### config.mk
export PLATFORM = sky130hd
export DESIGN_NAME = cmdbuf_pd_regstage
export DESIGN_NICKNAME = d
export VERILOG_FILES = /design/src/rtl/cmdbuf_pd_pkg.sv /design/src/rtl/cmdbuf_pd_fsm.sv /design/src/rtl/cmdbuf_cs_guard.sv /design/src/rtl/cmdbuf_pd_regstage.sv
export SDC_FILE = /design/constraint.sdc
export NUM_CORES = 1
export LEC_CHECK = 0
export ABC_CLOCK_PERIOD_IN_PS = 2150
export BUFFER_PORTS_ARGS = -buffer_cell sky130_fd_sc_hd__buf_2
export CAP_MARGIN = 25
export CORE_UTILIZATION = 30
export DETAILED_ROUTE_END_ITERATION = 8
export PLACE_DENSITY = 0.64
export SYNTH_ARGS = -nofsm -noshare
export SYNTH_HDL_FRONTEND = slang
export SYNTH_HIERARCHICAL = 1
export SYNTH_SLANG_ARGS = --single-unit
### constraint.sdc
create_clock -name clk -period 2.15 [get_ports clk]
set_clock_uncertainty 0.15 [all_clocks]
set_input_delay 0.1075 -clock clk [delete_from_list [all_inputs] [get_ports clk]]
set_output_delay 0.1075 -clock clk [all_outputs]
set_load 0.05 [all_outputs]
### src/rtl/cmdbuf_pd_pkg.sv
package cmdbuf_pd_pkg;
    localparam int NUM_CS = 4;

    typedef enum logic [1:0] {
        PH_DOWN = 2'd0,
        PH_EXIT = 2'd1,
        PH_RUN  = 2'd2
    } phase_e;
endpackage

### src/rtl/cmdbuf_pd_fsm.sv
module cmdbuf_pd_fsm
    import cmdbuf_pd_pkg::*;
#(
    parameter int FIX_CYC = 8,
    localparam int CNT_W  = $clog2(FIX_CYC + 1)
) (
    input  logic             clk,
    input  logic             rst,
    input  logic             any_cke,
    output phase_e           phase_q,
    output logic [CNT_W-1:0] left_q,
    output logic             cs_force,
    output logic             fix_next,
    output logic             edge_cyc
);
    typedef struct packed {
        phase_e           ph;
        logic [CNT_W-1:0] left;
    } fsm_t;

    fsm_t st_d, st_q;

    always_comb begin
        st_d = st_q;
        if (!any_cke) begin
            st_d.ph   = PH_DOWN;
            st_d.left = '0;
        end else begin
            unique case (st_q.ph)
                PH_DOWN: begin
                    st_d.ph   = PH_EXIT;
                    st_d.left = CNT_W'(FIX_CYC - 1);
                end
                PH_EXIT: begin
                    if (st_q.left == '0) st_d.ph = PH_RUN;
                    else                 st_d.left = st_q.left - 1'b1;
                end
                default: st_d.ph = PH_RUN;
            endcase
        end
    end

    always_ff @(posedge clk) begin
        if (rst) begin
            st_q.ph   <= PH_DOWN;
            st_q.left <= '0;
        end else begin
            st_q <= st_d;
        end
    end

    assign phase_q  = st_q.ph;
    assign left_q   = st_q.left;
    assign cs_force = (st_q.ph == PH_DOWN) && any_cke;
    assign fix_next = cs_force || ((st_q.ph == PH_EXIT) && (st_q.left != '0));
    assign edge_cyc = cs_force || ((st_q.ph != PH_DOWN) && !any_cke);

    // the window counter never exceeds its load value
    a_r6_left_bound: assert property (@(posedge clk) disable iff (rst)
        left_q <= CNT_W'(FIX_CYC - 1));

    // an exit in progress counts down by one per cycle
    a_r6_countdown: assert property (@(posedge clk) disable iff (rst)
        (phase_q == PH_EXIT && any_cke && left_q != '0) |=> (left_q == $past(left_q) - 1'b1));
endmodule

### src/rtl/cmdbuf_cs_guard.sv
module cmdbuf_cs_guard
    import cmdbuf_pd_pkg::*;
(
    input  logic              quad_en,
    input  logic [NUM_CS-1:0] cs_n,
    output logic              bad
);
    logic [NUM_CS-1:0] low_mask;
    logic [2:0]        low_cnt;

    always_comb begin
        low_mask = ~cs_n;
        low_cnt  = 3'($countones(low_mask));
        if (quad_en) bad = (low_cnt > 3'd2);
        else         bad = (cs_n[1:0] == 2'b00);
    end
endmodule

### src/rtl/cmdbuf_pd_regstage.sv
module cmdbuf_pd_regstage
    import cmdbuf_pd_pkg::*;
#(
    parameter int ADDR_W  = 16,
    parameter int BA_W    = 3,
    parameter int FIX_CYC = 8
) (
    input  logic              clk,
    input  logic              rst,
    input  logic              quad_en,
    input  logic [NUM_CS-1:0] cs_n_i,
    input  logic [1:0]        cke_i,
    input  logic [1:0]        odt_i,
    input  logic              ras_n_i,
    input  logic              cas_n_i,
    input  logic              we_n_i,
    input  logic [BA_W-1:0]   ba_i,
    input  logic [ADDR_W-1:0] addr_i,
    output logic [NUM_CS-1:0] cs_n_o,
    output logic [1:0]        cke_o,
    output logic [1:0]        odt_o,
    output logic              ras_n_o,
    output logic              cas_n_o,
    output logic              we_n_o,
    output logic [BA_W-1:0]   ba_o,
    output logic [ADDR_W-1:0] addr_o,
    output logic              oe_cs_o,
    output logic              oe_odt_o,
    output logic              oe_cmd_o,
    output logic              cw_err_o
);
    localparam int CNT_W = $clog2(FIX_CYC + 1);

    typedef struct packed {
        logic [NUM_CS-1:0] cs_n;
        logic [1:0]        cke;
        logic [1:0]        odt;
        logic              ras_n;
        logic              cas_n;
        logic              we_n;
        logic [BA_W-1:0]   ba;
        logic [ADDR_W-1:0] addr;
        logic              oe_cs;
        logic              oe_odt;
        logic              oe_cmd;
        logic              err;
    } bus_t;

    localparam bus_t BUS_IDLE = '{
        cs_n: '1, cke: '0, odt: '0, ras_n: 1'b1, cas_n: 1'b1, we_n: 1'b1,
        ba: '0, addr: '0, oe_cs: 1'b0, oe_odt: 1'b0, oe_cmd: 1'b0, err: 1'b0};

    logic              any_cke;
    phase_e            phase_q;
    logic [CNT_W-1:0]  left_q;
    logic              cs_force;
    logic              fix_next;
    logic              edge_cyc;
    logic              cs_bad;
    logic [NUM_CS-1:0] cs_eff;

    assign any_cke = |cke_i;

    cmdbuf_pd_fsm #(.FIX_CYC(FIX_CYC)) u_fsm (
        .clk      (clk),
        .rst      (rst),
        .any_cke  (any_cke),
        .phase_q  (phase_q),
        .left_q   (left_q),
        .cs_force (cs_force),
        .fix_next (fix_next),
        .edge_cyc (edge_cyc)
    );

    cmdbuf_cs_guard u_guard (
        .quad_en (quad_en),
        .cs_n    (cs_n_i),
        .bad     (cs_bad)
    );

    // upper chip selects exist only in quad mode
    for (genvar g = 0; g < NUM_CS; g++) begin : g_csmask
        if (g < 2) begin : g_low
            assign cs_eff[g] = cs_n_i[g];
        end else begin : g_high
            assign cs_eff[g] = cs_n_i[g] | ~quad_en;
        end
    end

    bus_t bus_d, bus_q;

    always_comb begin
        bus_d     = BUS_IDLE;
        bus_d.cke = cke_i;
        bus_d.err = edge_cyc & cs_bad;
        if (any_cke) begin
            bus_d.oe_cs  = 1'b1;
            bus_d.oe_odt = 1'b1;
            bus_d.oe_cmd = 1'b1;
            bus_d.odt    = odt_i;
            bus_d.cs_n   = cs_force ? '1 : cs_eff;
            if (!fix_next) begin
                bus_d.ras_n = ras_n_i;
                bus_d.cas_n = cas_n_i;
                bus_d.we_n  = we_n_i;
                bus_d.ba    = ba_i;
                bus_d.addr  = addr_i;
            end
        end
    end

    always_ff @(posedge clk) begin
        if (rst) bus_q <= BUS_IDLE;
        else     bus_q <= bus_d;
    end

    assign cs_n_o   = bus_q.cs_n;
    assign cke_o    = bus_q.cke;
    assign odt_o    = bus_q.odt;
    assign ras_n_o  = bus_q.ras_n;
    assign cas_n_o  = bus_q.cas_n;
    assign we_n_o   = bus_q.we_n;
    assign ba_o     = bus_q.ba;
    assign addr_o   = bus_q.addr;
    assign oe_cs_o  = bus_q.oe_cs;
    assign oe_odt_o = bus_q.oe_odt;
    assign oe_cmd_o = bus_q.oe_cmd;
    assign cw_err_o = bus_q.err;

    a_r2_cke_follow: assert property (@(posedge clk) disable iff (rst)
        1'b1 |=> (cke_o == $past(cke_i)));

    a_r3_released: assert property (@(posedge clk) disable iff (rst)
        !any_cke |=> (!oe_cs_o && !oe_odt_o && !oe_cmd_o && cke_o == 2'b00));

    a_r4_cs_high: assert property (@(posedge clk) disable iff (rst)
        (phase_q == PH_DOWN && any_cke) |=> (cs_n_o == '1));

    a_r5_odt_pass: assert property (@(posedge clk) disable iff (rst)
        (phase_q != PH_RUN && any_cke) |=> (odt_o == $past(odt_i)));

    a_r6_fixed: assert property (@(posedge clk) disable iff (rst)
        (phase_q == PH_EXIT && any_cke && left_q != '0) |=>
        (ras_n_o && cas_n_o && we_n_o && ba_o == '0 && addr_o == '0));

    a_r7_driven: assert property (@(posedge clk) disable iff (rst)
        (|cke_o) |-> (oe_cs_o && oe_odt_o && oe_cmd_o));

    a_r9_upper_cs: assert property (@(posedge clk) disable iff (rst)
        !quad_en |=> (cs_n_o[NUM_CS-1:2] == '1));

    a_r12_err_only_edge: assert property (@(posedge clk) disable iff (rst)
        (phase_q == PH_RUN && any_cke) |=> !cw_err_o);
endmodule

==> results by group, run 1 <==
Setup path
  • Critical path arrival: 1940 ps
  • Data required time of the critical path: 2170 ps
  • Startpoint class of the critical path: register
  • CP Class: register to register
  • Crit end category: register
  • Crit Path Max Fanout: 5

Global route
  • Total track usage: 0.128
  • Congestion Overflow GR: 0
  • Vias in the first global route: 1172
  • First-pass GRT wire length: 5020 µm
  • Antenna violations before repair: 0
  • Largest net degree at the start of global routing: 26

Floorplan
  • Row cnt: 24
  • Die area: 5090 µm²
  • # IOs: 67
  • Core Area: 4470 µm²
  • Initial Util: 0.322
  • Die Ht: 71.3 µm
  • Die W: 71.3 µm

STA
  • Achievable Freq: 0.520 GHz
  • Setup TNS: 0 ps
  • Final setup violation count: 0
  • Max-slew headroom at the worst pin: 0.767
  • Period utilization: 0.894
  • Tmin final: 1920 ps
  • Final Hold Fails: 0
  • Fin. max-slew vios: 0
  • Hold_ws: 61.0 ps
  • Slew @ Worst Pin: 350 ps
  • RSZ-0062 raised after global routing: no

Synthesis
  • Proportion of netlist area held by the largest area contributor: 0.527
  • Synth Flop Type: dfxtp_1
  • Warnings, synthesis: 6
  • Seq/Total Area, Yosys: 0.527
  • Mapped Area: 1440 µm²
  • Post-Synthesis Net Count: 162
  • Mean post-synth cell area: 11.8 µm²
  • Most numerous cell in the Yosys netlist: dfxtp_1
  • Yosys cell types: 28
  • Synth top area cells: dfxtp_1 (53%), nor3b_2 (15%), ha_1 (5.2%), inv_1 (3.1%), or3_1 (2.2%)
  • Post-synth top area cell: dfxtp_1
  • EDFF count, synth: 0
  • Syn Inst Count: 122
  • Synth cell count leaders: dfxtp_1 (38), nor3b_2 (17), inv_1 (12)
  • Async set-or-reset flop fraction in the synthesized netlist: 0
  • Register bit total from synthesis: 38

CTS
  • CTS Buffer Depth: 2
  • Worst-Skew Late Latency: 280 ps
  • Clk pin slew, worst setup/hold paths: 70 ps
  • CTS tree: done
  • Post-cts sizing count: 0
  • Hold-fix buffers at CTS: 34
  • H-tree depth: 2
  • CTS buffer count: 5
  • Post-CTS setup buffers: 0
  • Clk sinks: 38
  • Clock Tree Root: clkbuf_8

Route
  • Final WL: 3260 µm
  • Post-route ant nets: 0
  • Vias/cell: 4.36
  • Per-cell routed wire length: 11.6 µm
  • Detailed Route Iter0 Violations: 44
  • Via count: 1221
  • Pre-Repair DR Iteration Count: 6
  • DRC Markers: 9

Pwr
  • Comb power frac: 0.218
  • NetSw: 521 µW
  • Switching share of power: 0.271
  • Clock Power Share: 0.385
  • Flop pwr share: 0.397
  • Total power: 1.92 mW
  • Pint: 1.40 mW
  • Peak ir drop on the vdd network: 0.312 mV
  • Power per cell area: 837 nW/µm²
  • Leakage dissipation: 1.07 nW

Finish
  • Number of nets in the layout: 267
  • Area added between synthesis and finish: 59.3%
  • N_diodes: 0
  • Core Util, Final: 0.514
  • Layout cell share with drive strength beyond 1: 0.443

Place
  • HPWL after detailed placement: 2050 µm
  • I/O Buffers: 66
  • Final Wtd Congestion: 0.797

Job
  • Max_cap viols: 0

Worst hold path
  • Hold WC Path Type: primary input to register

Run status
  • Run status: finished, violations left
  • Violated checks: design-rule violations
cell usage in the layout, fill, tap and decap left out, drive strengths merged:
cell type / netlist / routed
or4: 1 / 1
nor3b: 20 / 20
a211oi: 2 / 2
nor2b: 1 / 1
a221oi: 1 / 1
clkbuf: 0 / 6
or3b: 1 / 1
or3: 5 / 5
ha: 6 / 6
dfxtp: 38 / 38
a21oi: 2 / 2
inv: 12 / 12
nand2: 2 / 2
a21o: 1 / 1
o21bai: 1 / 1
and2b: 2 / 2
a31oi: 1 / 1
and4bb: 1 / 1
nand3: 1 / 1
or2: 2 / 2
nand3b: 1 / 1
nand2b: 3 / 3
fa: 1 / 1
bufinv: 0 / 2
nor2: 8 / 8
nand4b: 2 / 2
nor3: 1 / 1
buf: 6 / 70
dlygate4sd3: 0 / 34
metrics by stage:
stage / area (µm²) / setup WS [ps] / std cells
floorplan: 1440 / 242 / 122
global placement: 1820 / 176 / 238
detailed placement: 1820 / 109 / 238
CTS: 2300 / 226 / 280
global route: 2300 / 20.4 / 280
finish: 2300 / 227 / 280
registers in the layout, indices dropped and copies added (netlist names):
signal,flops
u_fsm/left_q,4
u_fsm/phase_q,2
we_n_o,1
cke_o,2
cs_n_o,4
addr_o,16
odt_o,2
cas_n_o,1
ras_n_o,1
ba_o,3
oe_cs_o,1
cw_err_o,1
metal layers:
| layer | track usage | wire (µm) | vias up |
|---|---|---|---|
| met3 | 0.0436 | 242 | 2 |
| met2 | 0.232 | 1550 | 54 |
| met5 | 0 | 0 | - |
| met1 | 0.144 | 1470 | 550 |
| met4 | 0.0333 | 4 | 0 |
| li1 | - | - | 615 |
kinds of logic after synthesis:
family,share of synthesized area
buffers and inverters,0.0676
DFF,0.527
and+or+nand+nor,0.293
adders and majority gates,0.0659
AOI/OAI and AO/OA,0.0460
final timing paths:
path / start / end / slack (ps) / depth (start not counted)
hold / removal: cke_i[0] / cs_n_o[0]$_SDFF_PP1_ / 60 / 3
setup / recovery: u_fsm/left_q[0]$_SDFFE_PP0P_ / cas_n_o$_SDFF_PP1_ / 230 / 6
setup reg to reg: u_fsm/left_q[0]$_SDFFE_PP0P_ / cas_n_o$_SDFF_PP1_ / 230 / 6
hold reg to reg: u_fsm/left_q[1]$_SDFFE_PP0P_ / u_fsm/left_q[1]$_SDFFE_PP0P_ / 350 / 2
power by group through the flow:
stage               sequential (mW)  combinational (mW)  clock, mW
CTS                           0.764               0.419      0.767
floorplan                     0.900               0.156          0
global route                  0.768               0.451      0.795
global placement              0.780               0.371          0
finish                        0.765               0.420      0.740
detailed placement            0.781               0.373          0
worst max-delay path, cell delays in order, from the launching register on:
cell and delay [ps]:
dfxtp_1 310, inv_1 80, ha_1 200, nor3b_1 270, nor2_1 100, or2_2 330
or3_1 380
cell type report:
type	instances	area, µm²
sequential	38	761
clock inverter	2	60.1
multi-input combinational	66	584
clock buffer	6	82.6
fill	401	2180
inverter	12	45.0
tap	52	65.1
timing repair buffer	104	701
No activity file was read; power rests on OpenSTA's default activity.
==> inputs of run 2 (changes only) <==
--- a/config.mk
+++ b/config.mk
@@ -11,6 +11,7 @@
 export CORE_UTILIZATION = 30
 export DETAILED_ROUTE_END_ITERATION = 8
 export PLACE_DENSITY = 0.64
+export REMOVE_ABC_BUFFERS = 1
 export SYNTH_ARGS = -nofsm -noshare
 export SYNTH_HDL_FRONTEND = slang
 export SYNTH_HIERARCHICAL = 1
==> results by group, run 2 (same netlist as run 1, synthesis figures left out) <==
Run status
  • Run status: finished, violations left
  • Violated checks: design-rule violations

Setup path
  • CP Class: register to register
  • Crit end category: register
  • Critical path arrival: 1930 ps
  • R2r setup slk: 250 ps
  • Startpoint class of the critical path: register
  • Crit-path max cell delay: 390 ps
  • Cell family with most CP delay: simple AND/OR/NAND/NOR gates
  • Crit Path Max Fanout: 9
  • Buf/Inv on CP: 1
  • CP max stage cell: or3_1
  • Data required time of the critical path: 2170 ps
  • Worst-path cell chain: inv_1, ha_1, nor3b_2, nor2_1, or2_2, or3_1

Floorplan
  • # IOs: 67
  • Row cnt: 24
  • Die W: 71.3 µm
  • Core Area: 4470 µm²
  • Initial Util: 0.322
  • Die Ht: 71.3 µm
  • Die area: 5090 µm²

Global route
  • Vias in the first global route: 1243
  • Total track usage: 0.137
  • Congestion Overflow GR: 0
  • Largest net degree at the start of global routing: 27
  • Antenna violations before repair: 0
  • First-pass GRT wire length: 5340 µm

CTS
  • Post-CTS setup buffers: 0
  • Clk sinks: 38
  • Clock Tree Root: clkbuf_8
  • Clk pin slew, worst setup/hold paths: 80 ps
  • Worst-Skew Late Latency: 290 ps
  • CTS buffer count: 5
  • CTS Buffer Depth: 2
  • H-tree depth: 2
  • CTS tree: done

Route
  • Final WL: 3200 µm
  • Post-route ant nets: 0
  • Via count: 1238
  • Vias/cell: 4.42
  • Pre-Repair DR Iteration Count: 6
  • Detailed Route Iter0 Violations: 46
  • DRC Markers: 11
  • Per-cell routed wire length: 11.4 µm

STA
  • Final Hold Fails: 0
  • Setup TNS: 0 ps
  • Max-slew headroom at the worst pin: 0.766
  • Tmin final: 1900 ps
  • Final setup violation count: 0
  • Hold_ws: 111 ps
  • RSZ-0062 raised after global routing: no
  • Fin. max-slew vios: 0
  • Slew @ Worst Pin: 351 ps
  • Period utilization: 0.885
  • Achievable Freq: 0.525 GHz

Finish
  • Max reg flops: 16
  • Final Non-Filler Cells: 280
  • Number of nets in the layout: 267
  • N_diodes: 0
  • Area added between synthesis and finish: 59.3%
  • Most common cell after layout, fill and taps aside: buf_2
  • Filler cells: 416
  • Layout cell share with drive strength beyond 1: 0.447
  • Most frequent cells in the layout: buf_2 (66), dfxtp_1 (38), dlygate4sd3_1 (34)

Place
  • Final Wtd Congestion: 0.803
  • HPWL after detailed placement: 2040 µm
  • Placed Cells incl. Taps: 238
  • I/O Buffers: 66

Worst hold path
  • Hold WC Path Type: primary input to register

Pwr
  • Peak ir drop on the vdd network: 0.357 mV
  • Power per cell area: 824 nW/µm²
  • Leakage dissipation: 1.07 nW

Job
  • Max_cap viols: 0
==> run 2: final timing paths <==
path,start,end,cells past startpoint
max,u_fsm/left_q[0]$_SDFFE_PP0P_,cas_n_o$_SDFF_PP1_,6
min,cke_i[0],cs_n_o[1]$_SDFF_PP1_,3
max reg2reg,u_fsm/left_q[0]$_SDFFE_PP0P_,cas_n_o$_SDFF_PP1_,6
min reg2reg,u_fsm/left_q[1]$_SDFFE_PP0P_,u_fsm/left_q[1]$_SDFFE_PP0P_,2
==> run 2: repair_timing <==
item | in CTS | in global routing
gates resized for setup | 0 | 1
hold endpoints to repair | 31 | 0
hold buffers | 34 | 0
endpoints found under the setup margin | 0 | 1
==> run 2: stage by stage <==
step	util	power (mW)	setup slack [ps]	cell area (µm²)
finish	0.514	1.89	246	2300
CTS	0.513	1.91	151	2290
floorplan	-	1.04	103	1390
global route	0.514	1.98	104	2300
detailed placement	0.406	1.15	98.4	1820
global placement	0.406	1.15	163	1820
==> run 2: worst reg2reg max path: cells and delay by family (launching register included) <==
kind | cells | cell delay, ps
simple gates | 4 | 1050
flops | 1 | 310
fa+ha+maj | 1 | 190
buf+inv | 1 | 90
==> run 2: final cells by class <==
| type | count | area (µm²) | area share |
|---|---|---|---|
| Clock inverter | 3 | 68.8 | 0.0299 |
| Inverter | 12 | 45.0 | 0.0196 |
| Sequential cell | 38 | 761 | 0.331 |
| Tap cell | 52 | 65.1 | 0.0283 |
| Timing Repair Buffer | 104 | 701 | 0.305 |
| Multi-Input combinational cell | 66 | 589 | 0.256 |
| Clock buffer | 5 | 68.8 | 0.0299 |
==> run 2: layer usage <==
layer,global-route usage,share of wire,routed length (µm)
met4,0.0756,0.026,82
met5,0,0,0
met3,0.0450,0.11,348
met2,0.240,0.47,1510
met1,0.144,0.39,1260
==> run 2: report_power, final <==
| part | internal, mW | switching (mW) | leakage (nW) |
|---|---|---|---|
| Sequential | 0.748 | 0.0170 | 0.312 |
| Clock | 0.465 | 0.244 | 0.0683 |
| Combinational | 0.162 | 0.259 | 0.691 |
==> inputs of run 3 (changes only) <==
--- a/config.mk
+++ b/config.mk
@@ -5,7 +5,7 @@
 export SDC_FILE = /design/constraint.sdc
 export NUM_CORES = 1
 export LEC_CHECK = 0
-export ABC_CLOCK_PERIOD_IN_PS = 2150
+export ABC_CLOCK_PERIOD_IN_PS = 1790
 export BUFFER_PORTS_ARGS = -buffer_cell sky130_fd_sc_hd__buf_2
 export CAP_MARGIN = 25
 export CORE_UTILIZATION = 30
==> constraint.sdc (replaced) <==
create_clock -name clk -period 1.79 [get_ports clk]
set_clock_uncertainty 0.15 [all_clocks]
set_input_delay 0.0895 -clock clk [delete_from_list [all_inputs] [get_ports clk]]
set_output_delay 0.0895 -clock clk [all_outputs]
set_load 0.05 [all_outputs]
==> results by group, run 3 (same netlist as run 1, synthesis figures left out) <==
Run status
  • Run status: finished, violations left
  • Violated checks: design-rule violations

Route
  • Pre-Repair DR Iteration Count: 5
  • DRC Markers: 11
  • Vias/cell: 4.35
  • Final WL: 3260 µm
  • Per-cell routed wire length: 11.3 µm
  • Post-route ant nets: 0
  • Detailed Route Iter0 Violations: 41
  • Via count: 1258

Global route
  • First-pass GRT wire length: 5200 µm
  • Total track usage: 0.133
  • Vias in the first global route: 1209
  • Antenna violations before repair: 0
  • Congestion Overflow GR: 0
  • Largest net degree at the start of global routing: 18

Setup path
  • Crit Path Max Fanout: 2
  • Startpoint class of the critical path: primary input
  • CP max stage cell: dlygate4sd3_1
  • Crit-path max cell delay: 540 ps
  • Critical path arrival: 1790 ps
  • Worst-path cell chain: dlygate4sd3_1, buf_2, inv_1, ha_1, inv_1, ha_1, and4bb_1, a211oi_2, nand2_1, nor2_1
  • CP Class: primary input to register
  • Crit end category: register
  • Data required time of the critical path: 1870 ps

Finish
  • Most frequent cells in the layout: buf_2 (66), dfxtp_1 (36), dlygate4sd3_1 (32)
  • Area added between synthesis and finish: 64.4%
  • Most common cell after layout, fill and taps aside: buf_2
  • Filler cells: 372
  • Max reg flops: 16
  • Number of nets in the layout: 276
  • Layout cell share with drive strength beyond 1: 0.511
  • N_diodes: 0
  • Core Util, Final: 0.530

Floorplan
  • Row cnt: 24
  • # IOs: 67
  • Die W: 71.3 µm
  • Initial Util: 0.322
  • Core Area: 4470 µm²
  • Die Ht: 71.3 µm
  • Die area: 5090 µm²

STA
  • Slew @ Worst Pin: 446 ps
  • Achievable Freq: 0.587 GHz
  • Fin. max-slew vios: 0
  • Final setup violation count: 0
  • Setup TNS: 0 ps
  • Final Hold Fails: 0
  • Tmin final: 1700 ps
  • Hold_ws: 91.6 ps
  • Max-slew headroom at the worst pin: 0.702
  • Period utilization: 0.951

CTS
  • Clock Tree Root: clkbuf_8
  • CTS Buffer Depth: 2
  • CTS tree: done
  • Clk pin slew, worst setup/hold paths: 70 ps
  • H-tree depth: 2
  • Clk sinks: 38
  • CTS buffer count: 5
  • Worst-Skew Late Latency: 290 ps

Pwr
  • Peak ir drop on the vdd network: 0.284 mV
  • Total power: 2.09 mW
  • Power per cell area: 880 nW/µm²
  • Leakage dissipation: 1.11 nW

Place
  • HPWL after detailed placement: 2050 µm
  • Final Wtd Congestion: 0.727
  • I/O Buffers: 66

Job
  • Max_cap viols: 0

Worst hold path
  • Hold WC Path Type: primary input to register
[run 3: routing by layer]
layer / vias up / share of wire / global-route usage / wire length, µm
met5: - / 0 / 0 / 0
met4: 0 / 0.014 / 0.0600 / 46
met3: 6 / 0.099 / 0.0492 / 323
met2: 56 / 0.48 / 0.235 / 1560
met1: 563 / 0.41 / 0.140 / 1340
li1: 633 / - / - / -
[run 3: final cells by class]
type / instances / area [µm²] / share of cell area
tap: 52 / 65.1 / 0.0274
timing repair buffer: 113 / 779 / 0.329
inverter: 12 / 45.0 / 0.0190
sequential: 38 / 763 / 0.322
clock inverter: 2 / 12.5 / 0.00528
multi-input combinational: 66 / 623 / 0.263
clock buffer: 6 / 82.6 / 0.0348
[run 3: final timing paths]
check	from	slack, ps	end	cells after the start
worst min-delay path	cke_i[0]	90	cs_n_o[1]$_SDFF_PP1_	4
worst max register to register	u_fsm/left_q[0]$_SDFFE_PP0P_	110	cas_n_o$_SDFF_PP1_	6
worst min register to register	u_fsm/phase_q[1]$_SDFFE_PP0P_	380	u_fsm/left_q[3]$_SDFFE_PP0P_	2
worst max-delay path	cs_n_i[2]	90	cw_err_o$_SDFF_PP0_	10
[run 3: what timing repair did]
| action | CTS | global route |
|---|---|---|
| endpoints found under the hold margin | 31 | 0 |
| endpoints found under the setup margin | 21 | 23 |
| buffers inserted | 0 | 1 |
| hold buffers | 32 | 0 |
| gates resized for setup | 1 | 12 |
| cloned | 0 | 0 |
[run 3: power breakdown]
group	total, mW	switching [mW]	internal (mW)
combinational	0.561	0.324	0.238
clock	0.604	0.294	0.309
sequential	0.922	0.0222	0.900
total	2.09	0.640	1.45
[run 3: worst max-delay path, delay by kind of cell]
kind | cells | cell delay [ps]
compound gates | 1 | 190
fa+ha+maj | 2 | 410
buf+inv | 4 | 760
simple gates | 3 | 350
[run 3: stage by stage]
stage,instance area [µm²],cells,setup slack (ps)
finish,2370,289,87.5
global route,2370,289,-19.6
CTS,2320,288,1.41
detailed placement,1900,248,-204
global placement,1900,248,-168
floorplan,1390,116,-257
